File: src/rtl/req_pkg.sv
package req_pkg;
    localparam int ADDR_W = 4;

    localparam logic [ADDR_W-1:0] A_KEY_LO  = 4'h0;
    localparam logic [ADDR_W-1:0] A_KEY_GO  = 4'h1;
    localparam logic [ADDR_W-1:0] A_KEY_HI  = 4'h2;
    localparam logic [ADDR_W-1:0] A_IDX_WR  = 4'h3;
    localparam logic [ADDR_W-1:0] A_IDX_RD  = 4'h4;
    localparam logic [ADDR_W-1:0] A_TEST    = 4'h5;
    localparam logic [ADDR_W-1:0] A_STATUS  = 4'h6;
    localparam logic [ADDR_W-1:0] A_RESULT  = 4'h7;
    localparam logic [ADDR_W-1:0] A_TDATA   = 4'h9;

    typedef enum logic [1:0] {
        OP_SEARCH = 2'b00,
        OP_WRLINE = 2'b01,
        OP_RDLINE = 2'b10
    } eng_op_e;

    typedef enum logic [1:0] {
        ST_OK    = 2'b00,
        ST_BUSY  = 2'b01,
        ST_ALARM = 2'b10,
        ST_ERR   = 2'b11
    } stat_e;
endpackage

File: src/rtl/req_parity.sv
module req_parity #(
    parameter int W = 21
) (
    input  logic [W-1:0] vec,
    output logic         odd
);
    always_comb odd = ^vec;
endmodule

File: src/rtl/req_seq.sv
module req_seq
    import req_pkg::*;
#(
    parameter int DW = 16,
    parameter int IW = 14
) (
    input  logic                clk,
    input  logic                rst_n,
    input  logic                bus_wr,
    input  logic                par_ok,
    input  logic [ADDR_W-1:0]   addr,
    input  logic [DW-1:0]       data,
    input  logic                eng_done,
    input  logic                eng_alarm,
    input  logic [DW-1:0]       eng_result,
    output logic                busy,
    output logic                start,
    output eng_op_e             op,
    output logic [2*DW-1:0]     key,
    output logic [IW-1:0]       index,
    output logic [DW-1:0]       result,
    output stat_e               code
);
    typedef struct packed {
        logic [DW-1:0] key_lo;
        logic [DW-1:0] key_hi;
        logic [IW-1:0] idx;
        logic          busy;
        logic          err;
        logic          alarm;
        logic          start;
        eng_op_e       op;
        logic [DW-1:0] res;
    } seq_t;

    seq_t q, d;

    always_comb begin
        d = q;
        d.start = 1'b0;
        if (bus_wr) begin
            if (!par_ok || q.busy) begin
                d.err = 1'b1;
            end else begin
                case (addr)
                    A_KEY_LO: d.key_lo = data;
                    A_KEY_HI: d.key_hi = data;
                    A_KEY_GO: begin
                        d.key_hi = data;
                        d.op     = OP_SEARCH;
                        d.start  = 1'b1;
                        d.busy   = 1'b1;
                        d.err    = 1'b0;
                        d.alarm  = 1'b0;
                    end
                    A_IDX_WR: begin
                        d.idx   = data[IW-1:0];
                        d.op    = OP_WRLINE;
                        d.start = 1'b1;
                        d.busy  = 1'b1;
                        d.err   = 1'b0;
                        d.alarm = 1'b0;
                    end
                    A_IDX_RD: begin
                        d.idx   = data[IW-1:0];
                        d.op    = OP_RDLINE;
                        d.start = 1'b1;
                        d.busy  = 1'b1;
                        d.err   = 1'b0;
                        d.alarm = 1'b0;
                    end
                    A_TEST: begin
                        d.err   = 1'b0;
                        d.alarm = 1'b0;
                    end
                    default: ;
                endcase
            end
        end
        if (q.busy && eng_done) begin
            d.busy  = 1'b0;
            d.res   = eng_result;
            d.alarm = eng_alarm;
        end
    end

    always_ff @(posedge clk) begin
        if (!rst_n) q <= '0;
        else        q <= d;
    end

    always_comb begin
        busy   = q.busy;
        start  = q.start;
        op     = q.op;
        key    = {q.key_hi, q.key_lo};
        index  = q.idx;
        result = q.res;
        if (q.busy)       code = ST_BUSY;
        else if (q.err)   code = ST_ERR;
        else if (q.alarm) code = ST_ALARM;
        else              code = ST_OK;
    end
endmodule

File: src/rtl/req_testreg.sv
module req_testreg #(
    parameter int          CW      = 8,
    parameter int          NVER    = 4,
    parameter logic [31:0] VERSION = 32'h0201_3CA5
) (
    input  logic          clk,
    input  logic          rst_n,
    input  logic          tst_wr,
    input  logic [12:0]   data,
    input  logic          rd_strobe,
    output logic [CW-1:0] mode,
    output logic [CW-1:0] tcfg,
    output logic [CW-1:0] tdat,
    output logic          bad_par
);
    typedef struct packed {
        logic [CW-1:0] mode;
        logic [CW-1:0] tcfg;
        logic [CW-1:0] tdat;
        logic          badp;
    } tst_t;

    tst_t q, d;
    logic [CW-1:0] ver [NVER];

    for (genvar k = 0; k < NVER; k++) begin : g_ver
        assign ver[k] = VERSION[k*CW +: CW];
    end

    logic [2:0]    sel;
    logic          modify;
    logic [CW-1:0] val;

    always_comb begin
        sel    = data[2:0];
        modify = data[3];
        val    = data[4 +: CW];
        d = q;
        if (rd_strobe && q.badp) d.badp = 1'b0;
        if (tst_wr) begin
            d.badp = data[12];
            case (sel)
                3'd0: begin
                    if (modify) d.mode = val;
                    d.tdat = modify ? val : q.mode;
                end
                3'd1: begin
                    if (modify) d.tcfg = val;
                    d.tdat = modify ? val : q.tcfg;
                end
                3'd4, 3'd5, 3'd6, 3'd7: d.tdat = ver[sel[1:0]];
                default: d.tdat = '0;
            endcase
        end
    end

    always_ff @(posedge clk) begin
        if (!rst_n) q <= '0;
        else        q <= d;
    end

    assign mode    = q.mode;
    assign tcfg    = q.tcfg;
    assign tdat    = q.tdat;
    assign bad_par = q.badp;
endmodule

File: src/rtl/req_front.sv
module req_front
    import req_pkg::*;
#(
    parameter int          DW      = 16,
    parameter int          IW      = 14,
    parameter int          CW      = 8,
    parameter logic [31:0] VERSION = 32'h0201_3CA5
) (
    input  logic                 clk,
    input  logic                 rst_n,
    input  logic                 cs,
    input  logic                 we,
    input  logic [ADDR_W-1:0]    addr,
    input  logic [DW:0]          wdata,
    output logic [DW:0]          rdata,
    output logic                 eng_start,
    output logic [1:0]           eng_op,
    output logic [2*DW-1:0]      eng_key,
    output logic [IW-1:0]        eng_index,
    input  logic                 eng_done,
    input  logic                 eng_alarm,
    input  logic [DW-1:0]        eng_result,
    output logic [CW-1:0]        cfg_mode,
    output logic [CW-1:0]        cfg_test
);
    localparam int PW = ADDR_W + DW + 1;

    typedef struct packed {
        logic              vld;
        logic              bad;
        logic [ADDR_W-1:0] addr;
        logic [DW-1:0]     data;
    } rd_t;

    rd_t rd_q, rd_d;

    logic          wr_odd, par_ok, bus_wr, bus_rd, busy, tst_wr, bad_par;
    logic          gen_odd;
    eng_op_e       op;
    stat_e         code;
    logic [DW-1:0] result;
    logic [CW-1:0] tdat;

    assign bus_wr = cs && we;
    assign bus_rd = cs && !we;

    req_parity #(.W(PW)) u_chk_par (.vec({addr, wdata}), .odd(wr_odd));
    assign par_ok = wr_odd;

    req_seq #(.DW(DW), .IW(IW)) u_seq (
        .clk(clk), .rst_n(rst_n), .bus_wr(bus_wr), .par_ok(par_ok),
        .addr(addr), .data(wdata[DW-1:0]),
        .eng_done(eng_done), .eng_alarm(eng_alarm), .eng_result(eng_result),
        .busy(busy), .start(eng_start), .op(op), .key(eng_key),
        .index(eng_index), .result(result), .code(code)
    );

    assign tst_wr = bus_wr && par_ok && !busy && (addr == A_TEST);

    req_testreg #(.CW(CW), .VERSION(VERSION)) u_tst (
        .clk(clk), .rst_n(rst_n), .tst_wr(tst_wr), .data(wdata[12:0]),
        .rd_strobe(bus_rd), .mode(cfg_mode), .tcfg(cfg_test),
        .tdat(tdat), .bad_par(bad_par)
    );

    assign eng_op = op;

    always_comb begin
        rd_d      = rd_q;
        rd_d.vld  = bus_rd;
        if (bus_rd) begin
            rd_d.addr = addr;
            rd_d.bad  = bad_par;
            case (addr)
                A_STATUS: rd_d.data = DW'(code);
                A_RESULT: rd_d.data = result;
                A_TDATA:  rd_d.data = DW'(tdat);
                default:  rd_d.data = '0;
            endcase
        end
    end

    always_ff @(posedge clk) begin
        if (!rst_n) rd_q <= '0;
        else        rd_q <= rd_d;
    end

    req_parity #(.W(ADDR_W + DW)) u_gen_par (.vec({rd_q.addr, rd_q.data}), .odd(gen_odd));

    assign rdata = {~gen_odd ^ rd_q.bad, rd_q.data};
endmodule

File: config.mk
export PLATFORM = sky130hd
export DESIGN_NAME = req_front
export DESIGN_NICKNAME = d
export VERILOG_FILES = /design/src/rtl/req_pkg.sv /design/src/rtl/req_parity.sv /design/src/rtl/req_seq.sv /design/src/rtl/req_testreg.sv /design/src/rtl/req_front.sv
export SDC_FILE = /design/constraint.sdc
export NUM_CORES = 1
export LEC_CHECK = 0
export BUFFER_PORTS_ARGS = -buffer_cell sky130_fd_sc_hd__buf_2
export CAP_MARGIN = 20
export CORE_UTILIZATION = 45
export CTS_CLUSTER_SIZE = 24
export DETAILED_ROUTE_END_ITERATION = 16
export GPL_TIMING_DRIVEN = 0
export PLACE_DENSITY = 0.66
export SYNTH_ARGS = -nofsm -noshare
export SYNTH_HDL_FRONTEND = slang
export SYNTH_SLANG_ARGS = --single-unit
File: constraint.sdc
create_clock -name clk -period 5.45 [get_ports clk]
set_clock_uncertainty 0.1 [all_clocks]
set_input_delay 0.545 -clock clk [delete_from_list [all_inputs] [get_ports clk]]
set_output_delay 0.545 -clock clk [all_outputs]
set_load 0.02 [all_outputs]
==> run_results.csv, run 1 <==
group,metric,value,unit
detailed_routing,vias,5684,
detailed_routing,wl_met3,1.44,mm
clock_tree,ctsResizeCount,0,
synthesis,synth_warnings,0,
final_layout,num-fill-cells,1180,
sta,post-route-min-period,3060,ps
sta,maxSlewHeadroom,51.2,%
synthesis,syn_area_per_cell,8.77,µm²
pwr,vdd_drop_max,0.000247,V
run_status,outcome,"finished clean",
placed_design,numPortBuffers,111,
setup_path,cp_data_arrival_time,3310,ps
hold_path,hp-class,"in2reg",
grt,antenna_found_initial,0,
grt,grt_max_degree,17,
sta,hold_violations,0,
sta,finalMaxSlewViolations,0,
placed_design,place_inst,969,
setup_path,critPathKind,"in2reg",
setup_path,end_kind,"register",
synthesis,syn-cell-area,6010,µm²
die,fp-row-count,41,
final_layout,layout_common_cells,"buf_2 (131), dfxtp_1 (114), buf_4 (65)",
clock_tree,cts.path.max_buffers,2,
setup_path,worstPathMaxFanout,10,
grt,grt_pass1_wl,28.4,mm
run,cap_viol_max_count,0,
final_layout,regArea,2280,µm²
grt,grt_pass1_vias,5521,
synthesis,yosysSeqAreaShare,38.0,%
pwr,seqPwrFrac,32.7,%
sta,tns,0,ps
synthesis,yosysTopAreaCell,"dfxtp_1",
detailed_routing,top_layer,"met4",
clock_tree,cts_hold_buf,0,
grt,grt_remaining_overflow,0,
clock_tree,cts_sinks,114,
pwr,p_clk_share,45.9,%
sta,setup_viol,0,
synthesis,synth.net_count,732,
clock_tree,insertion_delay,420,ps
pwr,p_leak,3.01,nW
detailed_routing,drc_errors,0,
pwr,p_switching,0.818,mW
die,design.core.area,12800,µm²
setup_path,required,5700,ps
detailed_routing,wl_met1,7.80,mm
final_layout,stdcell_count,1001,
die,start_util,46.9,%
final_layout,layout_commonest_cell,"buf_2",
sta,rsz0062_at_grt,"no",
detailed_routing,wl_met2,8.39,mm
detailed_routing,drt_iter0_markers,386,
clock_tree,h-tree-depth,4,
sta,period_share,56.1,%
die,io_pins,125,
pwr,swShare,31.1,%
placed_design,gp_congestion,0.907,
clock_tree,clkSlewWorstSetupHoldPaths,60,ps
clock_tree,root_buffer,"clkbuf_16",
final_layout,syn2layout_area_growth,23.7,%
detailed_routing,post_drt_via_cell_ratio,5.68,
synthesis,yosysUniqueCellTypes,50,
synthesis,synth_top_area_share,38.0,%
die,die_w,118,µm
pwr,combPwrFrac,21.5,%
setup_path,start_kind,"input pin",
final_layout,fin_nets,863,
synthesis,netlist_top_cells_area,"dfxtp_1 (38%), buf_4 (8.1%), xnor2_1 (5.8%), a21oi_1 (5.2%), o31ai_1 (4.1%)",
clock_tree,cts_setup_buffers,0,
final_layout,diodes,0,
placed_design,hpwl,12.7,mm
final_layout,multi_input_area,2930,µm²
final_layout,drive_gt1_share,28.7,%
grt,track_usage,26.3,%
pwr,power_density,354,nW/µm²
sta,max_freq,327,MHz
synthesis,syn_inst,685,
detailed_routing,routedWlPerCell,17.9,µm
pwr,power.internal,1.81,mW
die,die_y,118,µm
synthesis,ys_ff_latch,114,
die,die-area,13800,µm²
clock_tree,cts_inserted_buffers,17,
detailed_routing,firstDrtPassIters,5,
detailed_routing,postRouteAntennaNets,0,
clock_tree,cts_tree,"yes",
sta,worstMarginPinSlew,733,ps
detailed_routing,routed_wl,17.9,mm
path summary, 6_finish.rpt:
kind | depth (start not counted) | from | slack [ps] | to
worst max-delay path | 10 | wdata[1] | 2390 | u_seq.key[10]$_SDFFE_PN0P_
worst min-delay path | 2 | eng_result[8] | 230 | u_seq.result[8]$_SDFFE_PN0P_
worst max register to register | 7 | u_seq.busy$_SDFFE_PP0P_ | 2850 | u_tst.tcfg[6]$_SDFFE_PN0P_
worst min register to register | 2 | u_tst.bad_par$_SDFFE_PN0P_ | 360 | rd_q[20]$_SDFFE_PN0P_
Yosys cell counts (all sizes together):
master and n:
ha 4, o32ai 1, o31a 1, a21oi 62
o22ai 2, and3 4, a22o 22, xor2 7
nand3 1, a221oi 5, or3 2, nor3 9
and2 2, a311oi 1, clkbuf 46, buf 90
a22oi 17, a211oi 5, a31oi 4, inv 4
o211ai 3, mux2 1, o21a 2, o21ai 26
nor2 30, xor3 1, nand4b 1, nor2b 6
nand3b 1, nor4 3, nand2b 5, dfxtp 114
xnor3 2, mux2i 21, nand4 18, o2111ai 16
o31ai 33, xnor2 42, o41ai 16, nand2 55
metrics by stage:
stage          power, mW  area, µm²  hold slack, ps  setup slack, ps  util, %
2_1_floorplan       1.27       6010             332             2740        -
3_3_place_gp        1.41       6780             340             2210     52.9
3_5_place_dp        1.43       6790             351             2130     52.9
4_1_cts             2.63       7430             216             2550     57.9
5_1_grt             2.72       7430             216             2210     57.9
6_report            2.63       7430             234             2390     57.9
state kept, by name, summed over array words and instances, names as in the netlist, 2 cells and up:
name / count
rdata: 16
rd_q: 5
u_tst.tcfg: 8
u_seq.q: 2
u_seq.result: 16
u_seq.op: 2
u_seq.key: 32
u_seq.index: 14
u_tst.tdat: 8
u_tst.mode: 8
layer usage:
| layer | track usage [%] | vias to the layer above |
|---|---|---|
| met4 | 9.05 | 0 |
| met1 | 33.5 | 2711 |
| li1 | - | 2692 |
| met3 | 7.17 | 25 |
| met2 | 42.8 | 256 |
| met5 | 0 | - |
cells by family (layout without fill, tap and decap cells):
| logic type | after synthesis | in the layout | synth area share (%) |
|---|---|---|---|
| flip-flops | 114 | 114 | 38.0 |
| buffers and inverters | 140 | 284 | 13.3 |
| AO/OA/AOI/OAI | 216 | 216 | 24.5 |
| multiplexers | 22 | 22 | 3.69 |
| adder cells (fa/ha/maj) | 4 | 4 | 0.833 |
| AND/OR/NAND/NOR | 137 | 137 | 11.0 |
| XOR/XNOR | 52 | 52 | 8.66 |
final cells by class:
cell class,count,share of cell area (%)
Multi-Input combinational cell,431,39.4
Timing Repair Buffer,112,7.54
Tap cell,172,2.90
Clock buffer,20,6.28
Sequential cell,114,30.7
Inverter,4,0.202
Buffer,136,10.6
Clock inverter,12,2.41
worst max-delay path, stage by stage:
cell and delay, ps:
buf_2 170, inv_1 110, ha_1 320, xnor2_1 220, xnor2_1 180, xnor3_1 480, nor3_1 540, clkbuf_1 380
o21ai_0 170, a21oi_1 180
power groups by stage:
stage | Combinational (mW) | Sequential, mW | Clock (mW)
2_1_floorplan | 0.398 | 0.873 | 0
3_3_place_gp | 0.538 | 0.876 | 0
3_5_place_dp | 0.550 | 0.876 | 0
4_1_cts | 0.552 | 0.858 | 1.22
5_1_grt | 0.601 | 0.859 | 1.26
6_report | 0.565 | 0.859 | 1.21
Power figures use the tool's default switching activity.
==> run 2, diff against run 1 <==
--- a/config.mk
+++ b/config.mk
@@ -5,13 +5,14 @@
 export SDC_FILE = /design/constraint.sdc
 export NUM_CORES = 1
 export LEC_CHECK = 0
+export ABC_AREA = 1
 export BUFFER_PORTS_ARGS = -buffer_cell sky130_fd_sc_hd__buf_2
 export CAP_MARGIN = 20
 export CORE_UTILIZATION = 45
 export CTS_CLUSTER_SIZE = 24
 export DETAILED_ROUTE_END_ITERATION = 16
 export GPL_TIMING_DRIVEN = 0
-export PLACE_DENSITY = 0.66
+export PLACE_DENSITY = 0.69
 export SYNTH_ARGS = -nofsm -noshare
 export SYNTH_HDL_FRONTEND = slang
 export SYNTH_SLANG_ARGS = --single-unit
==> constraint.sdc (replaced) <==
create_clock -name clk -period 2.65 [get_ports clk]
set_clock_uncertainty 0.1 [all_clocks]
set_input_delay 0.265 -clock clk [delete_from_list [all_inputs] [get_ports clk]]
set_output_delay 0.265 -clock clk [all_outputs]
set_load 0.02 [all_outputs]
==> run 2 against run 1 <==
  * Final area is 2.7% lower
  * Flip-flop and latch count unchanged
  * Combinational power is 8.3% lower
  * Clock power rose by 94%
  * Non-clock buffer count down 24
  * Total power grew 76%
  * Register-to-register slack got worse by 1800 ps
  * Critical endpoint is now u_seq.key[11]$_SDFFE_PN0P_
==> run_results.csv, run 2 <==
group,metric,value,unit
setup_path,critPathKind,"in2reg",
grt,grt_pass1_wl,25.3,mm
placed_design,hpwl,11.5,mm
final_layout,layout_commonest_cell,"nand2_1",
placed_design,numPortBuffers,122,
final_layout,finalInstanceArea,7230,µm²
sta,period_share,85.2,%
grt,track_usage,25.1,%
clock_tree,cts.path.max_buffers,2,
sta,post-route-min-period,2260,ps
detailed_routing,routed_wl,16.0,mm
synthesis,synthMuxAreaShare,0,%
synthesis,yosys.area_share.simple,26.8,%
die,die_w,115,µm
synthesis,synthXorXnorAreaFrac,3.03,%
clock_tree,root_buffer,"clkbuf_16",
setup_path,r2r_cells,7,
clock_tree,insertion_delay,420,ps
die,die-area,13300,µm²
synthesis,synth_top_family_by_area,"simple AND/OR/NAND/NOR gates",
synthesis,ys_ff_latch,114,
setup_path,end_kind,"register",
die,start_util,46.0,%
final_layout,regArea,2280,µm²
synthesis,syn_inst,825,
pwr,power_density,640,nW/µm²
final_layout,num-fill-cells,1268,
placed_design,place_area,6610,µm²
hold_path,whs_path_depth,3,
die,design.core.area,12600,µm²
final_layout,fin_nets,1014,
setup_path,cp_data_arrival_time,2440,ps
setup_path,required,2830,ps
sta,worstMarginPinSlew,661,ps
final_layout,multi_input_area,2580,µm²
detailed_routing,postRouteAntennaNets,0,
grt,busiest_layer,"met2",
grt,met3_usage,5.38,%
run_status,outcome,"finished clean",
synthesis,syn_area_per_cell,7.01,µm²
clock_tree,cts_sinks,114,
run,cap_viol_max_count,0,
final_layout,syn2layout_area_growth,25.1,%
final_layout,layout_common_cells,"nand2_1 (206), buf_2 (127), dfxtp_1 (114)",
clock_tree,cts_inserted_buffers,17,
die,die_y,115,µm
sta,rsz0062_at_grt,"no",
synthesis,yosysTopAreaCell,"dfxtp_1",
placed_design,place_inst,1119,
final_layout,stdcell_count,1152,
detailed_routing,drt_iter0_markers,433,
sta,worst_slack,392,ps
synthesis,synth_top_area_share,39.5,%
setup_path,worstPathMaxFanout,10,
die,fp-row-count,41,
synthesis,yosysMostFrequentCell,"nand2_1",
detailed_routing,drc_errors,0,
final_layout,drive_gt1_share,24.7,%
setup_path,start_kind,"input pin",
detailed_routing,firstDrtPassIters,5,
sta,setup_viol,0,
sta,hold_violations,0,
hold_path,hp-class,"in2reg",
grt,antenna_found_initial,0,
detailed_routing,post_drt_via_cell_ratio,4.92,
grt,grt_max_degree,17,
clock_tree,cts_tree,"yes",
grt,grt_remaining_overflow,0,
clock_tree,cts_setup_buffers,0,
sta,tns,0,ps
clock_tree,clkSlewWorstSetupHoldPaths,50,ps
final_layout,largest_register_ffs,32,
sta,finalMaxSlewViolations,0,
placed_design,gp_congestion,0.935,
die,io_pins,125,
sta,max_freq,443,MHz
grt,grt_pass1_vias,5107,
clock_tree,cts_hold_buf,1,
clock_tree,ctsResizeCount,0,
synthesis,synth_edf_count,0,
synthesis,yosysSeqAreaShare,39.5,%
grt,grt.met2_usage,38.8,%
placed_design,place_ws,-22.1,ps
synthesis,synth.net_count,872,
pwr,p_leak,3.36,nW
synthesis,synth_warnings,0,
detailed_routing,routedWlPerCell,13.9,µm
clock_tree,h-tree-depth,4,
synthesis,synth-compound-area-share,14.0,%
synthesis,ys.flop_type,"dfxtp_1",
synthesis,synthAdderAreaFrac,0.866,%
synthesis,syn-cell-area,5780,µm²
synthesis,synth_async_sr_flop_share,0,%
synthesis,synth_common_cells,"nand2_1 (206), dfxtp_1 (114), a21oi_1 (103)",
synthesis,yosysUniqueCellTypes,30,
detailed_routing,vias,5667,
synthesis,netlist_top_cells_area,"dfxtp_1 (39%), nand2_1 (13%), a21oi_1 (8.9%), buf_4 (8.4%), nand3_1 (5.4%)",
final_layout,diodes,0,
pwr,vdd_drop_max,0.000317,V
sta,maxSlewHeadroom,56.0,%
grt,gr-usage-met1,34.4,%
[run 2: critical path: stages]
cell and delay, ps:
buf_2 200, inv_1 90, ha_1 330, inv_1 80, nand2_1 70, nand3_1 80
nand2_1 70, nand2_1 60, nand2_1 60, nand2_1 90, nand2_1 90, nand2_2 80
nand3_4 80, nor2_4 180, nand2_1 210, buf_2 270, nand2_1 80, a21oi_1 60
[run 2: per-layer routing]
layer | vias to the layer above | routed length, µm
met1 | 2535 | 7420
met3 | 23 | 1100
met4 | 0 | 269
met5 | - | 0
met2 | 199 | 7240
li1 | 2910 | -
[run 2: kinds of logic (layout without fill, tap and decap cells)]
kind of cell | after synthesis | after routing
AND/OR/NAND/NOR | 368 | 368
buffers and inverters | 163 | 318
AO/OA/AOI/OAI | 156 | 156
flip-flops | 114 | 114
XOR/XNOR | 20 | 20
adder cells (fa/ha/maj) | 4 | 4
[run 2: final cells by class]
cell class | count | area share [%]
clock inverter | 10 | 1.80
buffer | 101 | 9.43
inverter | 62 | 3.22
timing repair buffer | 123 | 8.58
multi-input combinational | 548 | 35.7
clock buffer | 22 | 6.70
tap | 172 | 2.98
sequential | 114 | 31.6
[run 2: where the power goes]
group	total [mW]	switching, mW	internal [mW]	leakage, nW
Combinational	0.518	0.341	0.177	2.14
Sequential	1.76	0.0175	1.74	0.921
Clock	2.35	0.781	1.57	0.302
[run 2: worst paths after layout]
check | startpoint | end | slack (ps)
min reg2reg | u_tst.tdat[0]$_SDFFE_PN0P_ | u_tst.tdat[0]$_SDFFE_PN0P_ | 350
max | wdata[0] | u_seq.key[11]$_SDFFE_PN0P_ | 390
max reg2reg | u_seq.busy$_SDFFE_PP0P_ | u_seq.key[11]$_SDFFE_PN0P_ | 1040
min | eng_result[15] | u_seq.result[15]$_SDFFE_PN0P_ | 9
[run 2: through the flow]
step	hold slack (ps)	utilization, %	power (mW)
6_report	9.32	57.5	4.63
5_1_grt	12.3	57.5	4.78
4_1_cts	0.270	57.5	4.65
3_5_place_dp	343	52.6	2.31
3_3_place_gp	338	52.6	2.30
2_1_floorplan	307	-	2.14
